$ cat src/rtl/dual_lane_adc_reader.sv
module dual_lane_adc_reader #(
  parameter int RES_W           = 14,
  parameter int CONV_SCLKS      = 19,
  parameter int SCLK_HALF       = 2,
  parameter int DIN_W           = 16,
  parameter logic [DIN_W-1:0] DIN_WORD = '0,
  parameter int QUIET_CYC       = 3,
  parameter int CS_MIN_HIGH_CYC = 2,
  parameter int CAL_HIGH_CYC    = 100,
  parameter int CAL_GAP_CYC     = 100,
  parameter int PWRUP_INT_CYC   = 12000,
  parameter int PWRUP_EXT_CYC   = 750,
  parameter bit USE_INT_REF     = 1'b1
) (
  input  logic             clk,
  input  logic             rst_n,
  input  logic             start,
  input  logic             cal_req,
  input  logic             lane_a,
  input  logic             lane_b,
  output logic             cs_n,
  output logic             sclk,
  output logic             din,
  output logic             cal,
  output logic [RES_W-1:0] res_a,
  output logic [RES_W-1:0] res_b,
  output logic             res_valid
);

  localparam int NSCLK  = CONV_SCLKS + RES_W;
  localparam int LAST_H = 2 * NSCLK;
  localparam int PWRUP  = USE_INT_REF ? PWRUP_INT_CYC : PWRUP_EXT_CYC;
  localparam int GAP    = (QUIET_CYC > CS_MIN_HIGH_CYC) ? QUIET_CYC : CS_MIN_HIGH_CYC;
  localparam int M1     = (PWRUP > GAP) ? PWRUP : GAP;
  localparam int M2     = (CAL_HIGH_CYC > CAL_GAP_CYC) ? CAL_HIGH_CYC : CAL_GAP_CYC;
  localparam int MAXC   = (M1 > M2) ? M1 : M2;
  localparam int CW     = $clog2(MAXC + 1);
  localparam int HW     = $clog2(LAST_H + 2);
  localparam int DVW    = $clog2(SCLK_HALF + 1);

  localparam logic [CW-1:0]  PWRUP_M1 = CW'(PWRUP - 1);
  localparam logic [CW-1:0]  GAP_M1   = CW'(GAP - 1);
  localparam logic [CW-1:0]  CALH_M1  = CW'(CAL_HIGH_CYC - 1);
  localparam logic [CW-1:0]  CALG_M1  = CW'(CAL_GAP_CYC - 1);
  localparam logic [DVW-1:0] DIV_M1   = DVW'(SCLK_HALF - 1);
  localparam logic [HW-1:0]  H_LAST   = HW'(LAST_H);
  localparam logic [HW-1:0]  CAP_LO   = HW'(CONV_SCLKS);
  localparam logic [HW-1:0]  CAP_HI   = HW'(CONV_SCLKS + RES_W - 1);

  typedef enum logic [2:0] {S_PWR, S_IDLE, S_CALH, S_CALG, S_FRAME, S_GAP} state_t;

  state_t           st;
  logic [CW-1:0]    cnt;
  logic [DVW-1:0]   div;
  logic [HW-1:0]    h;
  logic             cs_q, sclk_q, cal_q, valid_q;
  logic [DIN_W-1:0] din_sr;
  logic [RES_W-1:0] sh_a, sh_b, ra_q, rb_q;

  logic [HW-1:0] h_nx, m_nx;
  logic          tick, cap;

  assign tick = (div == DIV_M1);
  assign h_nx = h + 1'b1;
  assign m_nx = h_nx >> 1;
  assign cap  = h[0] && (m_nx >= CAP_LO) && (m_nx <= CAP_HI);

  assign cs_n      = cs_q;
  assign sclk      = sclk_q;
  assign din       = ~cs_q & din_sr[DIN_W-1];
  assign cal       = cal_q;
  assign res_a     = ra_q;
  assign res_b     = rb_q;
  assign res_valid = valid_q;

  always_ff @(posedge clk or negedge rst_n) begin
    if (!rst_n) begin
      st      <= S_PWR;
      cnt     <= '0;
      div     <= '0;
      h       <= '0;
      cs_q    <= 1'b1;
      sclk_q  <= 1'b1;
      cal_q   <= 1'b0;
      valid_q <= 1'b0;
      din_sr  <= '0;
      sh_a    <= '0;
      sh_b    <= '0;
      ra_q    <= '0;
      rb_q    <= '0;
    end else begin
      valid_q <= 1'b0;
      case (st)
        S_PWR: begin
          if (cnt == PWRUP_M1) begin
            st  <= S_IDLE;
            cnt <= '0;
          end else cnt <= cnt + 1'b1;
        end
        S_IDLE: begin
          if (cal_req) begin
            st    <= S_CALH;
            cal_q <= 1'b1;
            cnt   <= '0;
          end else if (start) begin
            st     <= S_FRAME;
            cs_q   <= 1'b0;
            div    <= '0;
            h      <= '0;
            din_sr <= DIN_WORD;
          end
        end
        S_CALH: begin
          if (cnt == CALH_M1) begin
            st    <= S_CALG;
            cal_q <= 1'b0;
            cnt   <= '0;
          end else cnt <= cnt + 1'b1;
        end
        S_CALG: begin
          if (cnt == CALG_M1) begin
            st  <= S_IDLE;
            cnt <= '0;
          end else cnt <= cnt + 1'b1;
        end
        S_FRAME: begin
          if (!tick) div <= div + 1'b1;
          else begin
            div <= '0;
            if (h == H_LAST) begin
              st      <= S_GAP;
              cnt     <= '0;
              cs_q    <= 1'b1;
              valid_q <= 1'b1;
              ra_q    <= sh_a;
              rb_q    <= sh_b;
            end else begin
              h      <= h_nx;
              sclk_q <= ~sclk_q;
              if (h[0]) din_sr <= {din_sr[DIN_W-2:0], 1'b0};
              if (cap) begin
                sh_a <= {sh_a[RES_W-2:0], lane_a};
                sh_b <= {sh_b[RES_W-2:0], lane_b};
              end
            end
          end
        end
        S_GAP: begin
          if (cnt == GAP_M1) begin
            st  <= S_IDLE;
            cnt <= '0;
          end else cnt <= cnt + 1'b1;
        end
        default: st <= S_IDLE;
      endcase
    end
  end

  p_no_frame_in_powerup_r1: assert property (@(posedge clk) disable iff (!rst_n)
    (st == S_PWR) |-> cs_n);

  p_sclk_idles_high_r3: assert property (@(posedge clk) disable iff (!rst_n)
    cs_n |-> sclk);

  p_valid_on_cs_rise_r6: assert property (@(posedge clk) disable iff (!rst_n)
    res_valid |-> $rose(cs_n));

  p_result_hold_r6: assert property (@(posedge clk) disable iff (!rst_n)
    !res_valid |-> ($stable(res_a) && $stable(res_b)));

  p_din_quiet_r7: assert property (@(posedge clk) disable iff (!rst_n)
    cs_n |-> !din);

  p_cs_gap_r8: assert property (@(posedge clk) disable iff (!rst_n)
    $fell(cs_n) |-> ($past(cs_n) && $past(cs_n, 2)));

  p_cal_excludes_frame_r9: assert property (@(posedge clk) disable iff (!rst_n)
    cal |-> cs_n);

endmodule

$ cat config.mk
export PLATFORM = sky130hd
export DESIGN_NAME = dual_lane_adc_reader
export DESIGN_NICKNAME = d
export VERILOG_FILES = /design/src/rtl/dual_lane_adc_reader.sv
export SDC_FILE = /design/constraint.sdc
export NUM_CORES = 1
export LEC_CHECK = 0
export ABC_AREA = 1
export ABC_CLOCK_PERIOD_IN_PS = 2200
export BUFFER_PORTS_ARGS = -buffer_cell sky130_fd_sc_hd__buf_4
export CORE_ASPECT_RATIO = 1.1
export CORE_UTILIZATION = 60
export CTS_BUF_LIST = sky130_fd_sc_hd__clkbuf_4 sky130_fd_sc_hd__clkbuf_8 sky130_fd_sc_hd__clkbuf_16
export DETAILED_ROUTE_END_ITERATION = 10
export PLACE_DENSITY = 0.8
export SLEW_MARGIN = 20
export SYNTH_ARGS = -nofsm -noshare
export SYNTH_HDL_FRONTEND = slang
export SYNTH_SLANG_ARGS = --single-unit
$ cat constraint.sdc
create_clock -name clk -period 2.2 [get_ports clk]
set_input_delay 0.22 -clock clk [delete_from_list [all_inputs] [get_ports clk]]
set_output_delay 0.22 -clock clk [all_outputs]
set_load 0.02 [all_outputs]
==> results of run 1 <==
-- registers in the layout (all words and copies together), names as in the netlist --
name,cells
cs_n,1
res_b,14
cal,1
div,2
res_valid,1
sclk,1
sh_b,14
st,3
h,7
cnt,14
res_a,14
sh_a,14
-- layout make-up --
class                      instances  area [µm²]
sequential                        86        2150
fill                             577        2140
multi-input combinational        425        2010
timing repair buffer              48         375
inverter                          46         173
clock buffer                       9         124
tap                               85         106
clock inverter                     7        80.1
-- critical path, cell delays in order (launching register included) --
cell                      delay [ns]
sky130_fd_sc_hd__dfrtp_1        0.48
sky130_fd_sc_hd__ha_1           0.31
sky130_fd_sc_hd__nand2_4        0.09
sky130_fd_sc_hd__nor2_4         0.15
sky130_fd_sc_hd__nor2_1         0.06
sky130_fd_sc_hd__nor2_1         0.10
sky130_fd_sc_hd__nand3_1        0.11
sky130_fd_sc_hd__nand2_2        0.12
sky130_fd_sc_hd__buf_4          0.29
sky130_fd_sc_hd__nand4_1        0.13
sky130_fd_sc_hd__nand2_1        0.09
-- per-layer routing --
| metal | GRT usage, % | vias up | wire length [µm] |
|---|---|---|---|
| met1 | 36.7 | 1836 | 4540 |
| met4 | 11.0 | 0 | 171 |
| met2 | 40.9 | 118 | 4340 |
| met3 | 4.15 | 18 | 441 |
| met5 | 0 | - | 0 |
| li1 | - | 1925 | - |
-- cell families after synthesis --
kind of cell	Yosys count	synth area share (%)
xor gates and xnor gates	7	1.35
buffers and inverters	73	8.36
other	1	0.0824
adders and majority gates	4	1.10
AOI/OAI and AO/OA	30	4.04
DFF	86	47.4
and+or+nand+nor	383	37.7
-- through the flow --
stage          worst slack [ns]  cell area, µm²  power (mW)  hold slack, ns
3_3_place_gp              0.338            4790        1.71           0.232
6_report                  0.178            5030        2.84           0.115
4_1_cts                   0.202            5000        2.86           0.112
3_5_place_dp              0.239            4790        1.71           0.238
5_1_grt                 0.00869            5030        2.94           0.144
2_1_floorplan             0.532            4550        1.67         -0.0756
-- cells in the final DEF (no fill, tap or decap), drive strengths merged --
cell and count:
conb 1, buf 47, nand3 31, dfstp 2, dlygate4sd3 1, o21ai 13, ha 4, xor2 6
inv 49, o311ai 2, xnor2 1, o31ai 1, o22ai 5, clkinvlp 1, dfrtp 84, o211ai 3
clkbuf 9, nor3 4, o21bai 2, clkinv 2, nor2 41, a21boi 2, a21oi 2, nand2 267
bufinv 1, nand4 38, and2 1, nor3b 1
-- path summary, 6_finish.rpt --
path | start | end | slack [ns]
hold / removal | lane_b | sh_b[0]$_DFFE_PN0P_ | 0.12
hold reg to reg | cs_n$_DFFE_PN1P_ | cs_n$_DFFE_PN1P_ | 0.47
min in group asynchronous | rst_n | cnt[3]$_DFFE_PN0P_ | 0.38
max in group asynchronous | rst_n | sh_a[5]$_DFFE_PN0P_ | 1.20
setup reg to reg | h[1]$_DFFE_PN0P_ | sh_b[5]$_DFFE_PN0P_ | 0.18
setup / recovery | h[1]$_DFFE_PN0P_ | sh_b[5]$_DFFE_PN0P_ | 0.18
-- power groups by stage --
stage | registers [mW] | clock network, mW | logic, mW
6_report | 1.59 | 1.16 | 0.0924
4_1_cts | 1.59 | 1.18 | 0.0943
3_3_place_gp | 1.62 | 0 | 0.0904
2_1_floorplan | 1.61 | 0 | 0.0540
5_1_grt | 1.59 | 1.24 | 0.107
3_5_place_dp | 1.62 | 0 | 0.0929
-- timing repair --
item	CTS	global route
setup endpoints to repair	0	2
hold endpoints to repair	36	0
gates resized for setup	0	0
hold buffers	1	0
buffers inserted	0	3
==> results.sh, run 1 <==
export IMPL_final_core_utilization_pct=70.1
export IMPL_number_of_nets_in_the_synthesized_netlist=594
export IMPL_final_min_clock_period_ns=2.02
export IMPL_maximum_number_of_pins_on_one_net_before_global_route_repair=49
export IMPL_worstHoldPathCells=3
export IMPL_io_pin_count=39
export IMPL_yosys_warnings=0
export IMPL_worstSetupStartpointType="flop"
export IMPL_worst_slew_margin_relative_to_its_limit_pct=46.4
export IMPL_synth_most_common_cell="sky130_fd_sc_hd__nand2_1"
export IMPL_synthDominantAreaCellType="sky130_fd_sc_hd__dfrtp_1"
export IMPL_worstMarginPinSlew_ns=0.801
export IMPL_postSynth_topFlopCell="sky130_fd_sc_hd__dfrtp_1"
export IMPL_drc_errors=0
export IMPL_synth_top_area_share_pct=46.2
export IMPL_netlist_cell_type_count=36
export IMPL_syn_area_mm2=0.00455
export IMPL_combinationalPowerShare_pct=3.3
export IMPL_cp_data_arrival_time_ns=2.31
export IMPL_synthTopCellsByCount="261 x sky130_fd_sc_hd__nand2_1, 84 x sky130_fd_sc_hd__dfrtp_1, 38 x sky130_fd_sc_hd__inv_1, 38 x sky130_fd_sc_hd__nand4_1, 32 x sky130_fd_sc_hd__nor2_1"
export IMPL_antenna_found_initial=0
export IMPL_cts_max_level=3
export IMPL_maximum_fanout_encountered_on_the_critical_timing_path=28
export IMPL_fp_row_count=32
export IMPL_place_gp_congestion=0.922
export IMPL_synth_edf_count=0
export IMPL_fin_worst_skew_ns=0.0169
export IMPL_worstPathRequired_ns=2.49
export IMPL_clock_fmax_ghz=0.495
export IMPL_holdCritPathClass="input port to flop"
export IMPL_crit_path_end_kind="flop"
export IMPL_maxCapViolations=0
export IMPL_intPower_mw=2.15
export IMPL_grt_overflow_total=0
export IMPL_synthToLayoutAreaGrowth_pct=10.5
export IMPL_wl_um=9490
export IMPL_synthArstFlopShare_pct=100
export IMPL_final_nets=626
export IMPL_post_route_cells_drive_above_1_share_pct=15.1
export IMPL_power_dens_cells_mw_per_mm2=565
export IMPL_power_switching_share_pct=24.4
export IMPL_cts_tree="yes"
export IMPL_net_switching_power_mw=0.695
export IMPL_worstSetupPathType="flop to flop"
export IMPL_slew_violations=0
export IMPL_grt_setup_unrepaired="false"
export IMPL_global_route_wire_length_before_repair_um=16600
export IMPL_synth_top_cells_by_area="sky130_fd_sc_hd__dfrtp_1 46%, sky130_fd_sc_hd__nand2_1 22%, sky130_fd_sc_hd__nand4_1 5.2%"
export IMPL_first_global_vias=3699
export IMPL_drt_vias_per_instance=5.52
export IMPL_drt_pass1_iter_count=5
export IMPL_power_sequential_fraction_pct=55.8
export IMPL_dpl_cell_count=686
export IMPL_detailroute_via_count=3897
export IMPL_place_hpwl_um=6370
export IMPL_postSynthAreaPerCell_um2=7.79
export IMPL_core_area_mm2=0.00717
export IMPL_synth_seq_cells=86
export IMPL_first_iter_violations=324
export IMPL_die_height_um=93.3
export IMPL_cts_max_path_buffers=2
export IMPL_finalCritPeriodShare_pct=91.9
export IMPL_clock_root_buffer="sky130_fd_sc_hd__clkbuf_8"
export IMPL_worstRegToRegCells=10
export IMPL_antenna_diode_count=0
export IMPL_leakagePower_nw=2.82
export IMPL_run_status="finished clean"
export IMPL_layout_cells_non_filler=706
export IMPL_die_w_um=85.0
export IMPL_design_die_area_mm2=0.00793
export IMPL_port_buffer_count=37
export IMPL_global_route_usage_total_pct=26.2
export IMPL_hold_viol=0
export IMPL_synthCells=584
export IMPL_fin_setup_tns_ns=0
export IMPL_vdd_ir_drop_worst_v=0.000393
export IMPL_setup_violations_final=0
export IMPL_antenna_left=0
export IMPL_relative_contribution_of_the_clock_network_to_total_power_pct=40.9
export IMPL_clock_transition_at_the_register_clock_pins_on_the_worst_setup_and_hold_paths_after_cts_ns=0.10
export IMPL_clock_insertion_delay_worst_skew_ns=0.36
export IMPL_clock_sink_total=86
export IMPL_post_drt_wl_per_cell_um=13.4
export IMPL_cts_inserted_buffers=9
export IMPL_synth_seq_area_share_pct=47.4
export IMPL_initial_cell_density_of_the_core_pct=63.5
Power figures use the tool's default switching activity.
==> run 2, diff against run 1 <==
--- a/config.mk
+++ b/config.mk
@@ -9,6 +9,7 @@
 export ABC_CLOCK_PERIOD_IN_PS = 2200
 export BUFFER_PORTS_ARGS = -buffer_cell sky130_fd_sc_hd__buf_4
 export CORE_ASPECT_RATIO = 1.1
+export CORE_MARGIN = 10
 export CORE_UTILIZATION = 60
 export CTS_BUF_LIST = sky130_fd_sc_hd__clkbuf_4 sky130_fd_sc_hd__clkbuf_8 sky130_fd_sc_hd__clkbuf_16
 export DETAILED_ROUTE_END_ITERATION = 10
==> run 2 against run 1 <==
Net effect: worst setup slack worse by 0.019 ns; non-clock buffer count unchanged; clock power is 10% lower; critical path depth up 1; clock skew decreased by 0.0032 ns; flip-flop and latch count unchanged; die area grew 45%; critical endpoint is now sh_a[11]$_DFFE_PN0P_; largest power group unchanged; highest routed layer unchanged.
==> results.sh, run 2 (synthesized netlist as in run 1, its figures left out) <==
export IMPL_fp_row_count=33
export IMPL_relative_contribution_of_the_clock_network_to_total_power_pct=38.3
export IMPL_place_gp_congestion=0.958
export IMPL_power_switching_share_pct=25.4
export IMPL_drt_pass1_iter_count=5
export IMPL_drc_errors=0
export IMPL_slew_violations=0
export IMPL_maxCapViolations=0
export IMPL_clock_insertion_delay_worst_skew_ns=0.37
export IMPL_worstPathCellList="ha_1 > nand2_4 > inv_2 > nor2_2 > nand2_1 > nand3_1 > nand2_1 > nand2_2 > nand3_2 > nand2_1 > nand2_1"
export IMPL_ctsResizeCount=0
export IMPL_first_iter_violations=236
export IMPL_clock_transition_at_the_register_clock_pins_on_the_worst_setup_and_hold_paths_after_cts_ns=0.09
export IMPL_port_buffer_count=37
export IMPL_maximum_number_of_pins_on_one_net_before_global_route_repair=50
export IMPL_run_status="finished clean"
export IMPL_intPower_mw=2.03
export IMPL_cp_top_family="simple AND/OR/NAND/NOR gates"
export IMPL_layout_commonest_cell="sky130_fd_sc_hd__nand2_1"
export IMPL_power_dens_cells_mw_per_mm2=543
export IMPL_vdd_ir_drop_worst_v=0.000443
export IMPL_crit_path_end_kind="flop"
export IMPL_critical_path_buf_inv_count=1
export IMPL_layout_cells_non_filler=709
export IMPL_final_min_clock_period_ns=2.04
export IMPL_combinationalPowerShare_pct=3.5
export IMPL_final_nets=627
export IMPL_worstSetupStartpointType="flop"
export IMPL_power_sequential_fraction_pct=58.3
export IMPL_synthToLayoutAreaGrowth_pct=10.3
export IMPL_slowest_delay_ns=0.47
export IMPL_cts_tree="yes"
export IMPL_place_hpwl_um=7030
export IMPL_cts_inserted_buffers=9
export IMPL_leakagePower_nw=2.80
export IMPL_design_die_area_mm2=0.0115
export IMPL_worstPathRequired_ns=2.45
export IMPL_cts_max_level=3
export IMPL_antenna_left=0
export IMPL_die_height_um=111
export IMPL_fin_worst_skew_ns=0.0137
export IMPL_critPathSlowestCell="sky130_fd_sc_hd__dfrtp_1"
export IMPL_clock_root_buffer="sky130_fd_sc_hd__clkbuf_8"
export IMPL_die_w_um=103
export IMPL_hold_viol=0
export IMPL_layout_cells_most_common_list="261 x sky130_fd_sc_hd__nand2_1, 84 x sky130_fd_sc_hd__dfrtp_1, 46 x sky130_fd_sc_hd__buf_4"
export IMPL_core_area_mm2=0.00743
export IMPL_drt_vias_per_instance=5.56
export IMPL_final_hold_worst_slack_ns=0.107
export IMPL_setup_violations_final=0
export IMPL_setup_ws_ns=0.159
export IMPL_antenna_found_initial=0
export IMPL_post_route_cells_drive_above_1_share_pct=15.3
export IMPL_net_switching_power_mw=0.692
export IMPL_post_drt_wl_per_cell_um=14.3
export IMPL_first_global_vias=3792
export IMPL_io_pin_count=39
export IMPL_maximum_fanout_encountered_on_the_critical_timing_path=14
export IMPL_detailroute_via_count=3945
export IMPL_grt_overflow_total=0
export IMPL_grt_setup_unrepaired="false"
export IMPL_dpl_cell_count=691
export IMPL_cts_max_path_buffers=2
export IMPL_post_place_ws_ns=0.211
export IMPL_global_route_wire_length_before_repair_um=17700
export IMPL_fin_setup_tns_ns=0
export IMPL_antenna_diode_count=0
export IMPL_holdCritPathClass="input port to flop"
export IMPL_global_route_usage_total_pct=18.6
export IMPL_clock_sink_total=86
export IMPL_cp_data_arrival_time_ns=2.29
export IMPL_post_layout_total_power_mw=2.72
export IMPL_filler_cell_count=643
export IMPL_worstSetupPathType="flop to flop"
export IMPL_initial_cell_density_of_the_core_pct=61.2
export IMPL_finalCritPeriodShare_pct=92.8
export IMPL_wl_um=10100
export IMPL_cp_common_cell="sky130_fd_sc_hd__nand2_1"
export IMPL_clock_fmax_ghz=0.490
==> run 2: cell types whose count changed in the layout (fill, tap and decap cells not counted), sizes merged <==
| cell | before | now |
|---|---|---|
| clkinv | 2 | 1 |
| bufinv | 1 | 0 |
| clkinvlp | 1 | 3 |
| nand3 | 31 | 32 |
==> run 2: worst min-delay path: stages <==
cell and delay [ns]:
sky130_fd_sc_hd__buf_4 0.08, sky130_fd_sc_hd__nand4_1 0.08, sky130_fd_sc_hd__nand2_1 0.07
==> run 2: power by group through the flow <==
stage / sequential, mW / combinational (mW) / clock, mW
final: 1.59 / 0.0946 / 1.04
after global routing: 1.59 / 0.107 / 1.13
after CTS: 1.59 / 0.0963 / 1.07
after detailed placement: 1.62 / 0.0951 / 0
after global placement: 1.62 / 0.0912 / 0
after floorplan: 1.61 / 0.0540 / 0
==> run 2: path summary, 6_finish.rpt <==
path	depth (start not counted)	end	start	slack [ns]
worst max-delay path	11	sh_a[11]$_DFFE_PN0P_	h[1]$_DFFE_PN0P_	0.16
worst min-delay path	3	sh_a[0]$_DFFE_PN0P_	lane_a	0.11
worst max register to register	11	sh_a[11]$_DFFE_PN0P_	h[1]$_DFFE_PN0P_	0.16
worst min register to register	2	cs_n$_DFFE_PN1P_	cs_n$_DFFE_PN1P_	0.47
max in group asynchronous	3	sclk$_DFFE_PN1P_	rst_n	1.17
min in group asynchronous	2	cnt[2]$_DFFE_PN0P_	rst_n	0.34
==> run 2: through the flow <==
| step | util, % | cell area, µm² |
|---|---|---|
| 6_report | 67.5 | 5020 |
| 5_1_grt | 67.5 | 5020 |
| 4_1_cts | 67.4 | 5010 |
| 3_5_place_dp | 64.8 | 4820 |
| 3_3_place_gp | 64.8 | 4820 |
| 2_1_floorplan | - | 4550 |
==> run 2: repair_timing <==
item	4_1_cts	5_1_grt
setup buffers	0	0
hold buffers	1	0
hold endpoints to repair	36	0
endpoints found under the setup margin	0	2
==> run 2: final cells by class <==
class	instances	area [µm²]	share of cell area, %
clock buffers	9	124	2.47
clock inverters	7	56.3	1.12
inverters	46	173	3.44
multi-input cells	426	2020	40.4
flip-flops and latches	86	2150	43.0
well taps	87	109	2.17
repair buffers	48	375	7.48
==> run 2: metal layers <==
| layer | global-route usage [%] | vias to the layer above | share of wire, % |
|---|---|---|---|
| met5 | 0 | - | 0 |
| met4 | 6.22 | 0 | 1.2 |
| met3 | 4.61 | 18 | 7.1 |
| met2 | 29.5 | 157 | 49 |
| met1 | 24.0 | 1846 | 42 |
| li1 | - | 1924 | - |
==> run 3, diff against run 2 <==
--- a/config.mk
+++ b/config.mk
@@ -14,6 +14,7 @@
 export CTS_BUF_LIST = sky130_fd_sc_hd__clkbuf_4 sky130_fd_sc_hd__clkbuf_8 sky130_fd_sc_hd__clkbuf_16
 export DETAILED_ROUTE_END_ITERATION = 10
 export PLACE_DENSITY = 0.8
+export RECOVER_POWER = 100
 export SLEW_MARGIN = 20
 export SYNTH_ARGS = -nofsm -noshare
 export SYNTH_HDL_FRONTEND = slang
==> run 3 against run 2 <==
Net effect: count of clock-buffer cells in the layout did not move; worst setup slack worse by 0.0063 ns; sequential power about the same; first-iteration DRC count down 1.3%; power decreased by 0.15%; clock power about the same; maximum frequency decreased by 0.31%; non-clock buffer count unchanged; flip-flop and latch count stayed put; critical path type unchanged; critical endpoint unchanged; largest power group unchanged.
==> results.sh, run 3 (synthesized netlist as in run 1, its figures left out) <==
export IMPL_route_met2_wl_um=5020
export IMPL_worst_slew_margin_relative_to_its_limit_pct=38.8
export IMPL_io_pin_count=39
export IMPL_global_route_usage_total_pct=18.6
export IMPL_antenna_left=0
export IMPL_ctsResizeCount=0
export IMPL_place_hpwl_um=7030
export IMPL_slew_violations=0
export IMPL_first_global_vias=3792
export IMPL_filler_cell_count=673
export IMPL_cts_tree="yes"
export IMPL_clock_sink_total=86
export IMPL_setup_violations_final=0
export IMPL_maximum_fanout_encountered_on_the_critical_timing_path=14
export IMPL_design_die_area_mm2=0.0115
export IMPL_clock_root_buffer="sky130_fd_sc_hd__clkbuf_8"
export IMPL_drc_errors=0
export IMPL_worstSetupStartpointType="flop"
export IMPL_wl_um=10100
export IMPL_cp_data_arrival_time_ns=2.30
export IMPL_die_height_um=111
export IMPL_post_route_cells_drive_above_1_share_pct=9.49
export IMPL_initial_cell_density_of_the_core_pct=61.2
export IMPL_drt_vias_per_instance=5.57
export IMPL_combinationalPowerShare_pct=3.3
export IMPL_first_iter_violations=233
export IMPL_crit_path_end_kind="flop"
export IMPL_relative_contribution_of_the_clock_network_to_total_power_pct=38.3
export IMPL_clock_fmax_ghz=0.488
export IMPL_antenna_diode_count=0
export IMPL_dpl_cell_count=691
export IMPL_grt_overflow_total=0
export IMPL_worstSetupPathType="flop to flop"
export IMPL_layout_commonest_cell="sky130_fd_sc_hd__nand2_1"
export IMPL_drt_pass1_iter_count=5
export IMPL_synthToLayoutAreaGrowth_pct=7.07
export IMPL_hold_viol=0
export IMPL_detailroute_via_count=3947
export IMPL_place_gp_congestion=0.958
export IMPL_leakagePower_nw=2.67
export IMPL_final_nets=627
export IMPL_vdd_ir_drop_worst_v=0.000443
export IMPL_antenna_found_initial=0
export IMPL_clock_transition_at_the_register_clock_pins_on_the_worst_setup_and_hold_paths_after_cts_ns=0.09
export IMPL_post_cts_buffers=0
export IMPL_intPower_mw=2.03
export IMPL_fin_setup_tns_ns=0
export IMPL_finalCritPeriodShare_pct=93.1
export IMPL_global_route_wire_length_before_repair_um=17700
export IMPL_cts_max_path_buffers=2
export IMPL_grt_setup_unrepaired="false"
export IMPL_cts_max_level=3
export IMPL_die_w_um=103
export IMPL_power_switching_share_pct=25.4
export IMPL_top_layer="met4"
export IMPL_final_min_clock_period_ns=2.05
export IMPL_core_area_mm2=0.00743
export IMPL_fin_worst_skew_ns=0.0141
export IMPL_net_switching_power_mw=0.692
export IMPL_run_status="finished clean"
export IMPL_maximum_number_of_pins_on_one_net_before_global_route_repair=50
export IMPL_layout_cells_non_filler=709
export IMPL_layout_cells_most_common_list="262 x sky130_fd_sc_hd__nand2_1, 84 x sky130_fd_sc_hd__dfrtp_1, 40 x sky130_fd_sc_hd__inv_1"
export IMPL_port_buffer_count=37
export IMPL_post_drt_wl_per_cell_um=14.3
export IMPL_power_dens_cells_mw_per_mm2=558
export IMPL_worstPathRequired_ns=2.45
export IMPL_holdCritPathClass="input port to flop"
export IMPL_fp_row_count=33
export IMPL_worstMarginPinSlew_ns=0.919
export IMPL_maxCapViolations=0
export IMPL_clock_insertion_delay_worst_skew_ns=0.37
export IMPL_met1Wirelength_um=4390
export IMPL_cts_inserted_buffers=9
export IMPL_power_sequential_fraction_pct=58.3
export IMPL_route_met3_wl_um=623
-- run 3: cell type report --
| cell class | instances | area (µm²) | share of cell area [%] |
|---|---|---|---|
| Sequential cell | 86 | 2150 | 44.2 |
| Multi-Input combinational cell | 426 | 2010 | 41.3 |
| Timing Repair Buffer | 48 | 244 | 5.01 |
| Inverter | 46 | 173 | 3.54 |
| Clock buffer | 9 | 124 | 2.54 |
| Tap cell | 87 | 109 | 2.23 |
| Clock inverter | 7 | 56.3 | 1.16 |
-- run 3: routing by layer --
layer / global-route usage [%] / vias up
li1: - / 1924
met5: 0 / -
met3: 4.61 / 12
met1: 24.0 / 1883
met4: 6.22 / 0
met2: 29.5 / 128
-- run 3: through the flow --
step / power (mW) / setup WS, ns / instance area (µm²) / hold WS (ns) / utilization (%)
after floorplan: 1.67 / 0.532 / 4550 / -0.0756 / -
after global placement: 1.71 / 0.314 / 4820 / 0.215 / 64.8
after detailed placement: 1.71 / 0.211 / 4820 / 0.227 / 64.8
after CTS: 2.75 / 0.192 / 5010 / 0.0882 / 67.4
after global routing: 2.82 / 0.00670 / 4870 / 0.114 / 65.5
final: 2.72 / 0.153 / 4870 / 0.109 / 65.5
-- run 3: power by group through the flow --
stage	combinational [mW]	sequential [mW]	clock (mW)
floorplan	0.0540	1.61	0
global placement	0.0912	1.62	0
detailed placement	0.0951	1.62	0
CTS	0.0963	1.59	1.07
global route	0.103	1.59	1.13
finish	0.0905	1.59	1.04
-- run 3: worst paths after layout --
kind                                        end  slack [ns]        startpoint  cells after the start
hold / removal              sh_a[0]$_DFFE_PN0P_        0.11            lane_a                      3
setup / recovery           sh_a[11]$_DFFE_PN0P_        0.15  h[1]$_DFFE_PN0P_                     11
min in group asynchronous    cnt[2]$_DFFE_PN0P_        0.50             rst_n                      2
max in group asynchronous      h[5]$_DFFE_PN0P_        0.43             rst_n                      3
hold reg to reg                cs_n$_DFFE_PN1P_        0.46  cs_n$_DFFE_PN1P_                      2
setup reg to reg           sh_a[11]$_DFFE_PN0P_        0.15  h[1]$_DFFE_PN0P_                     11
-- run 3: repair_timing --
action	CTS	global route
setup endpoints to repair	0	2
endpoints found under the hold margin	36	0
hold buffers	1	0
-- run 3: worst max-delay path, stage by stage (launching register included) --
cell,delay [ns]
sky130_fd_sc_hd__dfrtp_1,0.47
sky130_fd_sc_hd__ha_1,0.28
sky130_fd_sc_hd__nand2_4,0.11
sky130_fd_sc_hd__inv_2,0.05
sky130_fd_sc_hd__nor2_2,0.14
sky130_fd_sc_hd__nand2_1,0.09
sky130_fd_sc_hd__nand3_1,0.10
sky130_fd_sc_hd__nand2_1,0.07
sky130_fd_sc_hd__nand2_2,0.13
sky130_fd_sc_hd__nand3_2,0.28
sky130_fd_sc_hd__nand2_1,0.15
sky130_fd_sc_hd__nand2_1,0.06
